File: src/rtl/remap_cfg_pkg.sv
package remap_cfg_pkg;

   // Kind of state update selected for one cycle
   typedef enum logic [2:0] {
      UPD_HOLD   = 3'd0,
      UPD_BIND   = 3'd1,
      UPD_BULK   = 3'd2,
      UPD_SINGLE = 3'd3,
      UPD_MAXVL  = 3'd4,
      UPD_RETIRE = 3'd5
   } upd_kind_e;

   // Enable masks are ordered MSB-first: slot 0 lives in the top bit
   function automatic int en_bit(input int slot, input int nslot);
      return nslot - 1 - slot;
   endfunction

endpackage

File: src/rtl/remap_bulk_alloc.sv
module remap_bulk_alloc #(
   parameter int NSLOT  = 5,
   parameter int NSHAPE = 4,
   localparam int SELW  = $clog2(NSHAPE)
) (
   input  logic [NSLOT-1:0]      mask,
   output logic [NSLOT*SELW-1:0] sel_o,
   output logic [NSLOT-1:0]      en_o,
   output logic [NSHAPE-1:0]     stb_o
);
   import remap_cfg_pkg::*;

   // running shape counter per slot boundary; wraps modulo NSHAPE
   logic [SELW-1:0] cnt [NSLOT+1];

   assign cnt[0] = '0;

   for (genvar g = 0; g < NSLOT; g++) begin : g_slot
      localparam int EB = NSLOT - 1 - g;
      logic take;
      assign take = mask[EB];
      assign cnt[g+1] = take ? cnt[g] + SELW'(1) : cnt[g];
      assign sel_o[g*SELW +: SELW] = take ? cnt[g] : '0;
      assign en_o[EB] = take;
   end

   always_comb begin
      stb_o = '0;
      for (int i = 0; i < NSLOT; i++) begin
         if (mask[en_bit(i, NSLOT)]) stb_o[cnt[i]] = 1'b1;
      end
   end

endmodule

File: src/rtl/remap_single_dec.sv
module remap_single_dec #(
   parameter int NSLOT  = 5,
   parameter int NSHAPE = 4,
   localparam int SELW  = $clog2(NSHAPE),
   localparam int CODEW = NSLOT - SELW
) (
   input  logic [NSLOT-1:0]      mask,
   input  logic [NSLOT*SELW-1:0] cur_sel,
   input  logic [NSLOT-1:0]      cur_en,
   output logic                  hit_o,
   output logic [NSLOT*SELW-1:0] sel_o,
   output logic [NSLOT-1:0]      en_o,
   output logic [NSHAPE-1:0]     stb_o
);

   logic [CODEW-1:0] code;
   logic [SELW-1:0]  shp;

   assign code  = mask[NSLOT-1 -: CODEW];
   assign shp   = mask[SELW-1:0];
   assign hit_o = ({1'b0, code} < (CODEW+1)'(NSLOT));

   for (genvar g = 0; g < NSLOT; g++) begin : g_slot
      localparam int EB = NSLOT - 1 - g;
      logic pick;
      assign pick = hit_o && (code == CODEW'(g));
      assign sel_o[g*SELW +: SELW] = pick ? shp : cur_sel[g*SELW +: SELW];
      assign en_o[EB] = pick ? 1'b1 : cur_en[EB];
   end

   for (genvar s = 0; s < NSHAPE; s++) begin : g_stb
      assign stb_o[s] = hit_o && (shp == SELW'(s));
   end

endmodule

File: src/rtl/remap_cmd_arb.sv
module remap_cmd_arb (
   input  logic bind_valid,
   input  logic asg_valid,
   input  logic asg_single,
   input  logic single_hit,
   input  logic maxvl_set,
   input  logic vec_retire,
   input  logic persist,
   output remap_cfg_pkg::upd_kind_e kind_o
);
   import remap_cfg_pkg::*;

   always_comb begin
      if (bind_valid)                   kind_o = UPD_BIND;
      else if (asg_valid && !asg_single) kind_o = UPD_BULK;
      else if (asg_valid)               kind_o = single_hit ? UPD_SINGLE : UPD_HOLD;
      else if (maxvl_set)               kind_o = UPD_MAXVL;
      else if (vec_retire && !persist)  kind_o = UPD_RETIRE;
      else                              kind_o = UPD_HOLD;
   end

endmodule

File: src/rtl/remap_state_reg.sv
module remap_state_reg #(
   parameter int NSLOT  = 5,
   parameter int NSHAPE = 4,
   localparam int SELW  = $clog2(NSHAPE)
) (
   input  logic                     clk,
   input  logic                     rst_n,
   input  remap_cfg_pkg::upd_kind_e kind,
   input  logic [NSLOT*SELW-1:0]    bind_sel,
   input  logic [NSLOT-1:0]         bind_en,
   input  logic                     bind_persist,
   input  logic [NSLOT*SELW-1:0]    bulk_sel,
   input  logic [NSLOT-1:0]         bulk_en,
   input  logic [NSHAPE-1:0]        bulk_stb,
   input  logic [NSLOT*SELW-1:0]    one_sel,
   input  logic [NSLOT-1:0]         one_en,
   input  logic [NSHAPE-1:0]        one_stb,
   output logic [NSLOT*SELW-1:0]    sel_q,
   output logic [NSLOT-1:0]         en_q,
   output logic                     pst_q,
   output logic [NSHAPE-1:0]        stb_q
);
   import remap_cfg_pkg::*;

   always_ff @(posedge clk or negedge rst_n) begin
      if (!rst_n) begin
         sel_q <= '0;
         en_q  <= '0;
         pst_q <= 1'b0;
         stb_q <= '0;
      end else begin
         stb_q <= '0;
         unique case (kind)
            UPD_BIND: begin
               sel_q <= bind_sel;
               en_q  <= bind_en;
               pst_q <= bind_persist;
            end
            UPD_BULK: begin
               sel_q <= bulk_sel;
               en_q  <= bulk_en;
               pst_q <= 1'b0;
               stb_q <= bulk_stb;
            end
            UPD_SINGLE: begin
               sel_q <= one_sel;
               en_q  <= one_en;
               pst_q <= 1'b1;
               stb_q <= one_stb;
            end
            UPD_MAXVL: begin
               en_q  <= '0;
               pst_q <= 1'b0;
            end
            UPD_RETIRE: en_q <= '0;
            default: ;
         endcase
      end
   end

endmodule

File: src/rtl/remap_cfg_unit.sv
module remap_cfg_unit #(
   parameter int NSLOT  = 5,
   parameter int NSHAPE = 4
) (
   input  logic                              clk,
   input  logic                              rst_n,
   input  logic                              bind_valid,
   input  logic [NSLOT*$clog2(NSHAPE)-1:0]   bind_sel,
   input  logic [NSLOT-1:0]                  bind_en,
   input  logic                              bind_persist,
   input  logic                              asg_valid,
   input  logic                              asg_single,
   input  logic [NSLOT-1:0]                  asg_mask,
   input  logic                              maxvl_set,
   input  logic                              vec_retire,
   output logic [NSLOT*$clog2(NSHAPE)-1:0]   slot_sel,
   output logic [NSLOT-1:0]                  slot_en,
   output logic                              persist,
   output logic [NSHAPE-1:0]                 shape_wr
);
   import remap_cfg_pkg::*;

   localparam int SELW = $clog2(NSHAPE);

   // elaboration-time parameter checks
   if (NSHAPE < 2 || (1 << SELW) != NSHAPE) begin : g_bad_shape
      $error("NSHAPE must be a power of two of at least 2");
   end
   if (NSLOT <= SELW || (1 << (NSLOT - SELW)) < NSLOT) begin : g_bad_slot
      $error("NSLOT too small to hold a slot code above the shape field");
   end

   logic [NSLOT*SELW-1:0] bulk_sel, one_sel;
   logic [NSLOT-1:0]      bulk_en, one_en;
   logic [NSHAPE-1:0]     bulk_stb, one_stb;
   logic                  one_hit;
   upd_kind_e             kind;

   remap_bulk_alloc #(.NSLOT(NSLOT), .NSHAPE(NSHAPE)) u_bulk (
      .mask  (asg_mask),
      .sel_o (bulk_sel),
      .en_o  (bulk_en),
      .stb_o (bulk_stb)
   );

   remap_single_dec #(.NSLOT(NSLOT), .NSHAPE(NSHAPE)) u_one (
      .mask    (asg_mask),
      .cur_sel (slot_sel),
      .cur_en  (slot_en),
      .hit_o   (one_hit),
      .sel_o   (one_sel),
      .en_o    (one_en),
      .stb_o   (one_stb)
   );

   remap_cmd_arb u_arb (
      .bind_valid (bind_valid),
      .asg_valid  (asg_valid),
      .asg_single (asg_single),
      .single_hit (one_hit),
      .maxvl_set  (maxvl_set),
      .vec_retire (vec_retire),
      .persist    (persist),
      .kind_o     (kind)
   );

   remap_state_reg #(.NSLOT(NSLOT), .NSHAPE(NSHAPE)) u_state (
      .clk          (clk),
      .rst_n        (rst_n),
      .kind         (kind),
      .bind_sel     (bind_sel),
      .bind_en      (bind_en),
      .bind_persist (bind_persist),
      .bulk_sel     (bulk_sel),
      .bulk_en      (bulk_en),
      .bulk_stb     (bulk_stb),
      .one_sel      (one_sel),
      .one_en       (one_en),
      .one_stb      (one_stb),
      .sel_q        (slot_sel),
      .en_q         (slot_en),
      .pst_q        (persist),
      .stb_q        (shape_wr)
   );

endmodule

File: config.mk
export PLATFORM = sky130hd
export DESIGN_NAME = remap_cfg_unit
export DESIGN_NICKNAME = d
export VERILOG_FILES = /design/src/rtl/remap_cfg_pkg.sv /design/src/rtl/remap_bulk_alloc.sv /design/src/rtl/remap_single_dec.sv /design/src/rtl/remap_cmd_arb.sv /design/src/rtl/remap_state_reg.sv /design/src/rtl/remap_cfg_unit.sv
export SDC_FILE = /design/constraint.sdc
export NUM_CORES = 1
export LEC_CHECK = 0
export BUFFER_PORTS_ARGS = -buffer_cell sky130_fd_sc_hd__buf_2
export CELL_PAD_IN_SITES_DETAIL_PLACEMENT = 1
export CELL_PAD_IN_SITES_GLOBAL_PLACEMENT = 1
export CORE_ASPECT_RATIO = 0.75
export CORE_MARGIN = 2
export CORE_UTILIZATION = 34
export DETAILED_ROUTE_END_ITERATION = 10
export GPL_ROUTABILITY_DRIVEN = 0
export PLACE_DENSITY = 0.83
export SLEW_MARGIN = 20
export SYNTH_ARGS = -nofsm -noshare
export SYNTH_HDL_FRONTEND = slang
export SYNTH_SLANG_ARGS = --single-unit
File: constraint.sdc
create_clock -name clk -period 1.1 [get_ports clk]
set_clock_uncertainty 0.05 [all_clocks]
set_input_delay 0.275 -clock clk [delete_from_list [all_inputs] [get_ports clk]]
set_output_delay 0.275 -clock clk [all_outputs]
set_load 0.05 [all_outputs]
Word-level counts from Yosys, hierarchy flattened
Cells that the tools add are included.

word-level totals
  output and inout port bits = 20
  register bits after elaboration = 20
  word-level logic and storage cells = 120
  input bits = 28

cells by class
  bitwise operators = 4
  multiplexer cells = 41
  equal/unequal tests = 17
  reduce and logical (&&, ||, !) cells = 34
  $lt $le $gt $ge = 9
  add/sub/neg operators = 3

operators with widths
  operator                                                                              number
  10-bit one-hot mux with 3 select lines                                                1
  2-bit two-way mux                                                                     13
  5-bit one-hot mux with 4 select lines                                                 1
  2-bit AND reduction                                                                   10
  4-bit two-way mux                                                                     4
  4-bit OR                                                                              4
  1-bit logical AND                                                                     15
  3-bit two-way mux                                                                     5
  3-bit by 2-bit equality test with 1-bit output (second input constant)                4
  2-bit by 3-bit less-than comparator with 1-bit output (second input constant)         4
  1-bit two-way mux                                                                     11
  2-bit != test (second input constant)                                                 5
  3-bit equality test (second input constant)                                           3
  1-bit demux with 2-bit select                                                         4
  2-bit by 1-bit greater-or-equal comparator with 1-bit output (second input constant)  4
  4-bit one-hot mux with 2 select lines                                                 1
  2-bit by 1-bit adder with 2-bit output (second input constant)                        3
  3-bit by 1-bit equality test with 1-bit output (second input constant)                2
  3-bit nonzero test                                                                    2
  2-bit equality test (second input constant)                                           2
  4-bit nonzero test                                                                    1
  2-bit OR reduction                                                                    2
  3-bit logical NOT                                                                     1
  3-bit less-than comparator (second input constant)                                    1
  other kinds (4)                                                                       5

Logic depth before layout (Yosys ltp)
  depth in word-level cells = 14
  gate-level depth with buffers = 9
  depth with buffers taken out = 8

Modules after synthesis
Synthesis repeated with hierarchy kept, for this count alone.

second synthesis, totals
  cells, all modules = 187
  area total of the unflattened synthesis = 1,881.8 um^2

modules (own cells, without submodules)
  module            sequential area each (um^2)  instances  area each (um^2)  cells each
  remap_state_reg   500.5                        1          1,189.9           107
  remap_bulk_alloc  0.0                          1          397.9             47
  remap_single_dec  0.0                          1          237.7             26
  remap_cmd_arb     0.0                          1          56.3              7

Worst setup path after synthesis
OpenSTA, ideal clock, no wires.

  path type = input-to-reg
  start point = input port asg_mask[2]
  end point = register u_state.sel_q[8]
  buffers on the path = 1
  setup slack = -1,083 ps
  stages = 8
  library setup time = 125 ps
  arrival time = 2,009 ps
  required time = 925 ps
  path through = buf_6 -> inv_1 -> fa_1 -> inv_1 -> ha_1 -> a22o_1 -> a22o_1 -> mux2_2

on the way
  cells in the longest elaborated chain, start to end = 8
  elaborated cells on any way between the ends = 18
  those cells by class = 1 x add/sub; 1 x order compare; 5 x eq/ne; 8 x mux; 3 x reduce/logical

RTL lines
  item                                                                                                              RTL line                text
  start, declared                                                                                                   remap_cfg_unit.sv:13    input logic [NSLOT-1:0] asg_mask,
  3-bit less-than comparator                                                                                        remap_single_dec.sv:21  assign hit_o = ({1'b0, code} < (CODEW+1)'(NSLOT));
  2-bit two-way mux                                                                                                 remap_cmd_arb.sv:16     else if (asg_valid) kind_o = single_hit ? UPD_SINGLE : UPD_HOLD;
  3-bit two-way mux                                                                                                 remap_cmd_arb.sv:16
  3-bit two-way mux                                                                                                 remap_cmd_arb.sv:15     else if (asg_valid && !asg_single) kind_o = UPD_BULK;
  3-bit two-way mux                                                                                                 remap_cmd_arb.sv:14     if (bind_valid) kind_o = UPD_BIND;
  3-bit by 2-bit equality test with 1-bit output or 3-bit by 1-bit equality test with 1-bit output (tied branches)  remap_state_reg.sv:33   unique case (kind)
  2-bit != test (no line) or 3-bit nonzero test (tied branches)                                                     -
  2-bit AND reduction (no line)                                                                                     -
  end signal, assigned                                                                                              remap_state_reg.sv:35   sel_q <= bind_sel;
  end signal, assigned                                                                                              remap_state_reg.sv:40   sel_q <= bulk_sel;
  end signal, assigned                                                                                              remap_state_reg.sv:46   sel_q <= one_sel;
  end, declared                                                                                                     remap_state_reg.sv:18   output logic [NSLOT*SELW-1:0] sel_q,

Several ways; a longest one is shown, not always the timed one.
A chain may end at the register's enable or synchronous reset.

Worst setup path in the final report
Same ends and word-level chain as after synthesis.

==> results.ini <==
[grt]
grt_pass1_vias = 2145
antenna_found_initial = 0
grt_pass1_wl_um = 11100
grt_max_degree = 21
grtUsageTotal_pct = 29.1
overflow = 0

[timing]
tightestPinTransition_ns = 0.481
final.period_utilization_pct = 170
rsz0062_at_grt = yes
hold_viol = 0
drv_slew = 0
finalSetupViolCount = 40
fin_ws_ns = -0.767
slew_headroom_pct = 68.0
post-route-min-period_ns = 1.87
fmax_mhz = 536
whs_ns = 0.281

[cts]
clkTransAtPathRegs_ns = 0.09
cts_tree = done
clock-sinks = 20
cts_buffers = 3
root_buffer = clkbuf_8
insertion_delay_ns = 0.28
clk_path_buf_depth = 2
cts-htree-levels = 1

[setup_path]
cp-start-kind = input pin
cp.buffers_inverters = 3
crit_slowest_cell = fa_2
slowest_delay_ns = 0.62
critPathTopFamily = adder cells
crit_required_ns = 1.22
end_kind = flop
reg2reg_slack_ns = -0.33
critPathMostFrequentCell = a22o_1
cp_max_fo = 4
crit_path_cell_trace = buf_8, inv_4, fa_2, inv_2, ha_4, a22o_1, a22o_1, mux2_4
crit_type = in2reg
cp_data_arrival_time_ns = 1.98

[detailed_routing]
antenna_left = 0
avgRoutedWirePerCell_um = 24.2
drt_pass1_iterations = 4
vias = 2057
drcViolationCount = 0
wl_um = 8480
drt_iter0_markers = 145
vias_per_cell = 5.88

[synthesis]
syn_area_per_cell_sq_um = 9.22
synthTopCellsByCount = 20 x dfrtp_1, 15 x inv_1, 13 x o21ai_0
synth_most_common_cell = dfrtp_1
syn-instance-count = 170
ys_seq_area_share_pct = 31.9
synth.area.top_cells = dfrtp_1 32%, ha_1 5.6%, mux2_2 5.0%, o21ai_0 4.2%, inv_1 3.6%
yosys.cell_types.count = 52
async_flop_share_pct = 100
synthesis.area_sq_um = 1570
synth_ff_type = dfrtp_1
yosysTopAreaCellShare_pct = 31.9
synth_edf_count = 0
yosys.area.top_type = dfrtp_1
yosysWarningCount = 0
mappedNetlistNets = 206
synth_seq_cells = 20

[placement]
dpl_cell_area_sq_um = 2270
port_buffers = 47
dp_hpwl_um = 4660

[final_layout]
design_area_sq_um = 2970
fillCellCount = 486
diodes = 0
seq_area_sq_um = 500
multi_input_area_sq_um = 1190
area_growth_pct = 89.4
nets = 330
drive_gt1_share_pct = 62.8
final_util_pct = 66.9

[floorplanning]
dieWidth_um = 82.4
placementRows = 21
fp.dieH_um = 62.8
die_area_sq_um = 5180
core_area_sq_um = 4440
io_pins = 48
initial_core_util_pct = 35.3

[flow_run]
drv_cap = 0

[power_and_ir_drop]
leakagePower_nw = 1.41
finalPower_w = 0.00343
p_per_area_nw_per_um2 = 1160
peakVddDrop_uv = 749

[run_status]
outcome = finished, violations left
violations = setup timing

[min_path]
min_path_type = in2reg

## cell type report
| class | instances | share of cell area [%] |
|---|---|---|
| multi-input combinational | 124 | 40.1 |
| timing repair buffer | 130 | 36.1 |
| sequential | 20 | 16.9 |
| tap | 57 | 2.40 |
| inverter | 15 | 2.15 |
| clock buffer | 3 | 1.39 |
| clock inverter | 1 | 1.01 |
## what timing repair did
item	CTS	global route
buffers inserted	14	15
endpoints found under the hold margin	20	0
hold buffers	1	0
pin swaps	14	13
setup endpoints to repair	40	40
gates resized for setup	69	40
## power by group
part | switching (W) | internal [W] | total [W]
clock | 0.000302 | 0.000488 | 0.000790
sequential | 0.0000824 | 0.000827 | 0.000910
combinational | 0.000927 | 0.000807 | 0.00173
## logic make-up after synthesis
group / Yosys count / share of synthesized area, %
buffers and inverters: 26 / 7.66
DFF: 20 / 31.9
and+or+nand+nor: 42 / 15.1
adders and majority gates: 8 / 6.86
muxes: 12 / 9.74
AOI/OAI and AO/OA: 62 / 28.7
## per-layer routing
metal | vias up | wire length (um) | GRT usage (%)
li1 | 883 | - | -
met1 | 1032 | 3150 | 34.3
met2 | 116 | 4360 | 52.7
met3 | 26 | 627 | 5.64
met4 | 0 | 334 | 7.29
met5 | - | 0 | 0
## flip-flops by register name, summed over array words and instances, names as in the netlist
| register | flops |
|---|---|
| u_state.sel_q | 10 |
| u_state.en_q | 5 |
| u_state.stb_q | 4 |
| u_state.pst_q | 1 |
## worst reg2reg max path, stage by stage, from the launching register on
cell,delay [ns]
dfrtp_1,0.43
nor2b_1,0.30
a221oi_4,0.13
o211ai_1,0.24
a31oi_1,0.15
## cell usage in the layout (no fill, tap or decap), types with 2 or more instances in the layout
| cell | synthesis | routed |
|---|---|---|
| o21ai_0 | 13 | 4 |
| a22o_1 | 4 | 4 |
| buf_8 | 0 | 5 |
| nand3_1 | 4 | 3 |
| nand2_1 | 10 | 9 |
| o32ai_1 | 2 | 2 |
| buf_2 | 5 | 24 |
| o211ai_4 | 0 | 2 |
| buf_6 | 2 | 31 |
| nor2_1 | 6 | 6 |
| inv_2 | 0 | 2 |
| ha_1 | 7 | 4 |
| clkbuf_8 | 0 | 3 |
| ha_4 | 0 | 3 |
| a21oi_1 | 8 | 4 |
| dfrtp_1 | 20 | 20 |
| inv_1 | 15 | 11 |
| o21ai_2 | 2 | 4 |
| mux2_2 | 7 | 5 |
| a21oi_2 | 1 | 4 |
| o21ai_4 | 0 | 3 |
| buf_4 | 0 | 69 |
| nand3b_1 | 2 | 2 |
| mux2_4 | 2 | 5 |
| o21ai_1 | 1 | 5 |
| nor2b_1 | 5 | 4 |
| o211ai_1 | 7 | 7 |
| a31oi_1 | 5 | 5 |
| a221o_1 | 3 | 3 |
| a311o_1 | 2 | 2 |
| and3_2 | 0 | 2 |
## final timing paths
check,from,end,cells past startpoint
worst max-delay path,asg_mask[2],u_state.sel_q[8]$_DFFE_PN0P_,8
worst min-delay path,bind_sel[0],u_state.sel_q[0]$_DFFE_PN0P_,3
worst max register to register,u_state.pst_q$_DFFE_PN0P_,u_state.en_q[0]$_DFFE_PN0P_,4
worst min register to register,u_state.sel_q[9]$_DFFE_PN0P_,u_state.sel_q[9]$_DFFE_PN0P_,1
max in group asynchronous,rst_n,u_state.sel_q[2]$_DFFE_PN0P_,2
min in group asynchronous,rst_n,u_state.sel_q[0]$_DFFE_PN0P_,2
## metrics by stage
step / instances / setup TNS, ns / setup WS, ns
floorplan: 170 / -13.96 / -0.896
global placement: 317 / -17.79 / -1.01
detailed placement: 317 / -19.24 / -1.13
CTS: 336 / -13.02 / -0.703
global route: 350 / -14.25 / -0.792
finish: 350 / -13.15 / -0.767
Power figures use the tool's default switching activity.
